**config.mk**
```make
export PLATFORM = sky130hd
export DESIGN_NAME = hazard_ctl
export DESIGN_NICKNAME = d
export VERILOG_FILES = /design/src/rtl/hz_pkg.sv /design/src/rtl/hz_detect.sv /design/src/rtl/hz_action.sv /design/src/rtl/hazard_ctl.sv
export SDC_FILE = /design/constraint.sdc
export NUM_CORES = 1
export LEC_CHECK = 0
export ABC_AREA = 1
export BUFFER_PORTS_ARGS = -buffer_cell sky130_fd_sc_hd__buf_4
export CORE_AREA = 3 3 40 42
export DETAILED_ROUTE_END_ITERATION = 12
export DIE_AREA = 0 0 43 45
export GPL_TIMING_DRIVEN = 0
export PLACE_DENSITY = 0.69
export SETUP_SLACK_MARGIN = 0.4
export SKIP_LAST_GASP = 1
export SYNTH_ARGS = -nofsm -noshare
export SYNTH_HDL_FRONTEND = slang
export SYNTH_HIERARCHICAL = 1
export SYNTH_SLANG_ARGS = --single-unit
```
**constraint.sdc**
```tcl
create_clock -name vclk -period 1.1
set_clock_uncertainty 0.1 [all_clocks]
set_input_delay 0.22 -clock vclk [all_inputs]
set_output_delay 0.22 -clock vclk [all_outputs]
set_load 0.1 [all_outputs]
```
**src/rtl/hz_pkg.sv**
```systemverilog
package hz_pkg;
  parameter int OP_W  = 4;
  parameter int REG_W = 4;

  localparam logic [OP_W-1:0]  OP_NOP  = 4'h1;
  localparam logic [OP_W-1:0]  OP_LOAD = 4'h5;
  localparam logic [OP_W-1:0]  OP_JCC  = 4'h7;
  localparam logic [OP_W-1:0]  OP_RET  = 4'h9;
  localparam logic [OP_W-1:0]  OP_POP  = 4'hB;
  localparam logic [REG_W-1:0] REG_NONE = '1;

  localparam int N_STAGES = 5;

  typedef struct packed {
    logic stall;
    logic bubble;
  } stage_ctl_t;

  function automatic logic reads_memory(input logic [OP_W-1:0] op);
    return (op == OP_LOAD) || (op == OP_POP);
  endfunction

  function automatic logic reg_match(input logic [REG_W-1:0] dst,
                                     input logic [REG_W-1:0] src);
    return (dst != REG_NONE) && (dst == src);
  endfunction
endpackage

```
**src/rtl/hz_detect.sv**
```systemverilog
module hz_detect
  import hz_pkg::*;
(
  input  logic [OP_W-1:0]  dec_op,
  input  logic [REG_W-1:0] dec_src_a,
  input  logic [REG_W-1:0] dec_src_b,
  input  logic [OP_W-1:0]  exe_op,
  input  logic [REG_W-1:0] exe_dst_mem,
  input  logic             exe_cond_true,
  input  logic [OP_W-1:0]  mem_op,
  output logic             load_use,
  output logic             ret_active,
  output logic             mispredict
);
  always_comb begin
    load_use   = reads_memory(exe_op) &&
                 (reg_match(exe_dst_mem, dec_src_a) || reg_match(exe_dst_mem, dec_src_b));
    ret_active = (dec_op == OP_RET) || (exe_op == OP_RET) || (mem_op == OP_RET);
    mispredict = (exe_op == OP_JCC) && !exe_cond_true;
  end
endmodule

```
**src/rtl/hz_action.sv**
```systemverilog
module hz_action
  import hz_pkg::*;
(
  input  logic       load_use,
  input  logic       ret_active,
  input  logic       mispredict,
  output stage_ctl_t ctl [N_STAGES],
  output logic       conflict
);
  localparam int S_F = 0;
  localparam int S_D = 1;
  localparam int S_E = 2;

  logic [N_STAGES-1:0] clash;

  always_comb begin
    for (int i = 0; i < N_STAGES; i++) ctl[i] = '0;
    ctl[S_F].stall  = load_use | ret_active;
    ctl[S_D].stall  = load_use;
    ctl[S_D].bubble = mispredict | (ret_active & ~load_use);
    ctl[S_E].bubble = mispredict | load_use;
  end

  for (genvar g = 0; g < N_STAGES; g++) begin : g_clash
    assign clash[g] = ctl[g].stall & ctl[g].bubble;
  end

  assign conflict = |clash;
endmodule

```
**src/rtl/hazard_ctl.sv**
```systemverilog
module hazard_ctl
  import hz_pkg::*;
(
  input  logic [3:0] dec_op,
  input  logic [3:0] dec_src_a,
  input  logic [3:0] dec_src_b,
  input  logic [3:0] exe_op,
  input  logic [3:0] exe_dst_mem,
  input  logic       exe_cond_true,
  input  logic [3:0] mem_op,
  output logic       f_stall,
  output logic       f_bubble,
  output logic       d_stall,
  output logic       d_bubble,
  output logic       e_stall,
  output logic       e_bubble,
  output logic       m_stall,
  output logic       m_bubble,
  output logic       w_stall,
  output logic       w_bubble,
  output logic       conflict
);
  logic       load_use, ret_active, mispredict;
  stage_ctl_t ctl [N_STAGES];

  hz_detect u_detect (
    .dec_op(dec_op), .dec_src_a(dec_src_a), .dec_src_b(dec_src_b),
    .exe_op(exe_op), .exe_dst_mem(exe_dst_mem), .exe_cond_true(exe_cond_true),
    .mem_op(mem_op),
    .load_use(load_use), .ret_active(ret_active), .mispredict(mispredict)
  );

  hz_action u_action (
    .load_use(load_use), .ret_active(ret_active), .mispredict(mispredict),
    .ctl(ctl), .conflict(conflict)
  );

  assign {f_stall, f_bubble} = {ctl[0].stall, ctl[0].bubble};
  assign {d_stall, d_bubble} = {ctl[1].stall, ctl[1].bubble};
  assign {e_stall, e_bubble} = {ctl[2].stall, ctl[2].bubble};
  assign {m_stall, m_bubble} = {ctl[3].stall, ctl[3].bubble};
  assign {w_stall, w_bubble} = {ctl[4].stall, ctl[4].bubble};
endmodule

```
; ---- Word level (Yosys, flattened, before mapping)
; Index checks and enable logic that the tools add are counted.
[word_totals]
ram_bits = 0
memories = 0
input_bits = 25
elab_cells = 24
ff_bits = 0
romBits = 0
latch_bits = 0
[classes]
n_reduce_logical = 9
bitwise_logic = 6
eq_ne = 9
n_mux = 0
n_mul = 0
div = 0
n_addsub = 0
shift = 0
order_cmp = 0
[ops]
columns = cell, count
row1 = "4-bit == test, second input constant", 4
row2 = "4-bit by 3-bit == test with 1-bit output, second input constant", 2
row3 = 4-bit == test, 2
row4 = 1-bit logical AND, 4
row5 = 1-bit logical OR, 4
row6 = "4-bit inequality test, second input constant", 1
row7 = 1-bit bitwise OR, 3
row8 = 1-bit AND, 2
row9 = 1-bit zero test, 1
row10 = 1-bit NOT, 1

; ---- Depth between registers and ports, before layout
[logic_depth]
depth_word = 8
mapped_depth = 9

; ---- Modules after synthesis
; The synthesis kept the hierarchy.
[by_module_without_submodules]
columns = module, area_per_inst_um2, n_inst, cells_each, seq_area_each_um2
row1 = hz_detect, 241.5, 1, 58, 0.0
row2 = hz_action, 92.6, 1, 15, 0.0

; ---- Worst setup path before layout
; OpenSTA, ideal clock, no wires.
[synth_path]
kind = in2out
start = in mem_op[1]
end = out conflict
arrival_ps = 1662
slack_ps = -882
path_stages = 3
t_required_ps = 780
cell_sequence = o311ai_0 -> nand2_2 -> a21oi_2
[synth_via]
elab_chain_len = 5
[synth_lines]
columns = item, line_no
row1 = start: declaration, hazard_ctl.sv:10  ; input logic [3:0] mem_op,
row2 = 4-bit == test, hz_detect.sv:18  ; ret_active = (dec_op == OP_RET) || (exe_op == OP_RET) || (mem_op == OP_RET);
row3 = 1-bit logical OR, hz_detect.sv:18
row4 = 1-bit AND, hz_action.sv:20  ; ctl[S_D].bubble = mispredict | (ret_active & ~load_use);
row5 = 1-bit bitwise OR, hz_action.sv:20
row6 = 1-bit AND, hz_action.sv:25  ; assign clash[g] = ctl[g].stall & ctl[g].bubble;
row7 = end: declaration, hazard_ctl.sv:21  ; output logic conflict
; Every way passes these cells.

; ---- Worst setup path in the final report
[layout_path]
start = in dec_src_a[0]
end = out conflict
[layout_via]
elab_chain_len = 8
[layout_lines]
columns = item, line_no
row1 = start: declaration, hazard_ctl.sv:5  ; input logic [3:0] dec_src_a,
row2 = 4-bit == test *, hz_pkg.sv:25  ; return (dst != REG_NONE) && (dst == src);
row3 = 1-bit logical AND *, hz_pkg.sv:25
row4 = 1-bit logical OR *, hz_detect.sv:17  ; (reg_match(exe_dst_mem, dec_src_a) || reg_match(exe_dst_mem, dec_src_b));
row5 = 1-bit logical AND *, hz_detect.sv:16  ; load_use = reads_memory(exe_op) &&
row6 = via load_use, hazard_ctl.sv:23  ; logic load_use, ret_active, mispredict;
row7 = 1-bit NOT, hz_action.sv:20
row8 = 1-bit AND, hz_action.sv:20
row9 = 1-bit bitwise OR, hz_action.sv:20
row10 = 1-bit AND *, hz_action.sv:25
; The timed path passes the listed nets; every way through them passes the cells marked *.

==> impl_metrics.ini <==
[run_status]
run_status = complete, but fails checks
violations = negative setup slack

[cells_and_area]
n_sequential_cell = 0
clockBufferCount = 0
drive_gt1_frac = 0.5455
ff_latch_area_sq_um = 0
syn2layout_area_growth_pct = 135.6
final_nets = 137
n_antenna_cell = 0

[synthesis]
syn-cell-area_sq_um = 334.1
synth_top_cell_by_area = nand2_1
synth_most_common_cell = nand2_1
yosys-top-cells-area = nand2_1 (35%), buf_4 (16%), inv_1 (16%), nand4_1 (9.4%), nor2_1 (6.7%)
postSynthCellCount = 73
yosysWarnings = 6
yosysSeqAreaShare = 0
synthDistinctLibCells = 12
postSynthAreaPerCell_sq_um = 4.576
synth.top_cell.area_share = 0.3483
synthTopCellsByCount = nand2_1 (31), inv_1 (14), buf_4 (7)

[timing]
grt_setup_unrepaired = yes
fmax_ghz = 0.6494
finalCritPeriodShare = 1.400
hold_slack_ns = 0.8744
fin_ws_ns = -0.4399
hold_viol_final = 0
period_needed_ns = 1.540
finalSetupViolations = 5
drv_slew = 0
fin_setup_tns_ns = -1.945

[worst_setup_path]
critical_path_class = input pin to output port
cp-start-kind = input pin
required_ns = 0.78
crit_path_end_kind = output port
critPathMaxFanout = 3
cp.arrival_ns = 1.22

[floorplanning]
die_y_microns = 45
die_w_microns = 43
rows = 13
start_util = 0.2600
core_area_sq_mm = 0.001285
ios = 36
fp.dieArea_sq_mm = 0.001935

[detailed_routing]
first_iter_violations = 1
totalWireLength_microns = 1041
via_count = 512
vias_per_cell = 4.096
wl_per_cell_microns = 8.328
drc = 0
firstDrtPassIters = 2
antenna_left = 0

[worst_hold_path]
hold_path.class = input pin to output port

[grt]
grt_antenna_before_repair = 0
grt.total_usage = 0.09701
overflow = 0
grt_pass1_vias = 414
grt_pass1_wl_microns = 1531
grt_max_degree = 5

[placement]
place_congestion = 0.6838
portBuffers = 30
hpwl_microns = 865

[power]
p_per_area_mw_per_mm2 = 516.5
vdd_ir_drop_max_mv = 0.2552
power.leakage_nw = 0.4507

[run]
max-cap-violations = 0
==> per-layer routing <==
layer  track usage  part of all wire
met1        0.1119              0.35
met2        0.1886              0.49
met3       0.02789              0.15
met4             0                 0
met5             0                 0
==> layout make-up <==
| class | instances | area (sq um) |
|---|---|---|
| Fill cell | 122 | 498.0 |
| Timing Repair Buffer | 32 | 355.3 |
| Multi-Input combinational cell | 54 | 279.0 |
| Inverter | 17 | 81.33 |
| Buffer | 7 | 52.55 |
| Tap cell | 15 | 18.77 |
==> kinds of logic after synthesis <==
logic type / count (synthesis) / share of synthesized area
AO/OA/AOI/OAI: 3 / 0.07867
AND/OR/NAND/NOR: 45 / 0.5618
other: 1 / 0.01123
buffers and inverters: 24 / 0.3483
==> cell usage in the layout (no fill, tap or decap) <==
cell,instances
inv_1,8
buf_8,4
nand2_1,24
a21oi_4,1
inv_4,4
inv_2,4
nand2_4,2
a21oi_2,1
buf_6,6
buf_4,24
o311ai_2,1
or2_2,1
nand4_1,5
nand3_1,1
inv_8,1
nand2_2,6
buf_12,5
conb_1,6
nor2_1,6
==> power breakdown <==
part | switching, mW | leakage (nW) | internal [mW] | total (mW)
registers | 0 | 0 | 0 | 0
logic | 0.244 | 0.451 | 0.163 | 0.406
clock network | 0 | 0 | 0 | 0
==> metrics by stage <==
step / area, sq um / setup WS [ns] / utilization / power (mW) / std cells
floorplan: 400.4 / -0.4903 / - / 0.2422 / 78
global placement: 644.4 / -0.5573 / 0.5015 / 0.3461 / 123
detailed placement: 644.4 / -0.5667 / 0.5015 / 0.3500 / 123
CTS: 748.2 / -0.4537 / 0.5823 / 0.3910 / 124
global route: 787.0 / -0.5256 / 0.6125 / 0.4295 / 125
finish: 787.0 / -0.4399 / 0.6125 / 0.4065 / 125
==> worst paths after layout <==
| check | slack (ns) | endpoint | from | cells after the start |
|---|---|---|---|---|
| worst max-delay path | -0.44 | conflict | dec_src_a[0] | 10 |
| worst min-delay path | 0.87 | d_bubble | mem_op[2] | 5 |
==> worst max-delay path, stage by stage <==
cell     delay [ns]
buf_4          0.12
nand2_1        0.05
nand2_1        0.05
nor2_1         0.09
nand2_1        0.07
a21oi_2        0.19
inv_2          0.10
nand2_4        0.09
a21oi_4        0.06
buf_12         0.17
==> timing repair <==
item / 4_1_cts / 5_1_grt
setup buffers: 1 / 1
hold buffers: 0 / 0
endpoints found under the setup margin: 5 / 5
resized for setup: 25 / 11
pin swaps: 13 / 10
(Power assumes the default switching activity.)
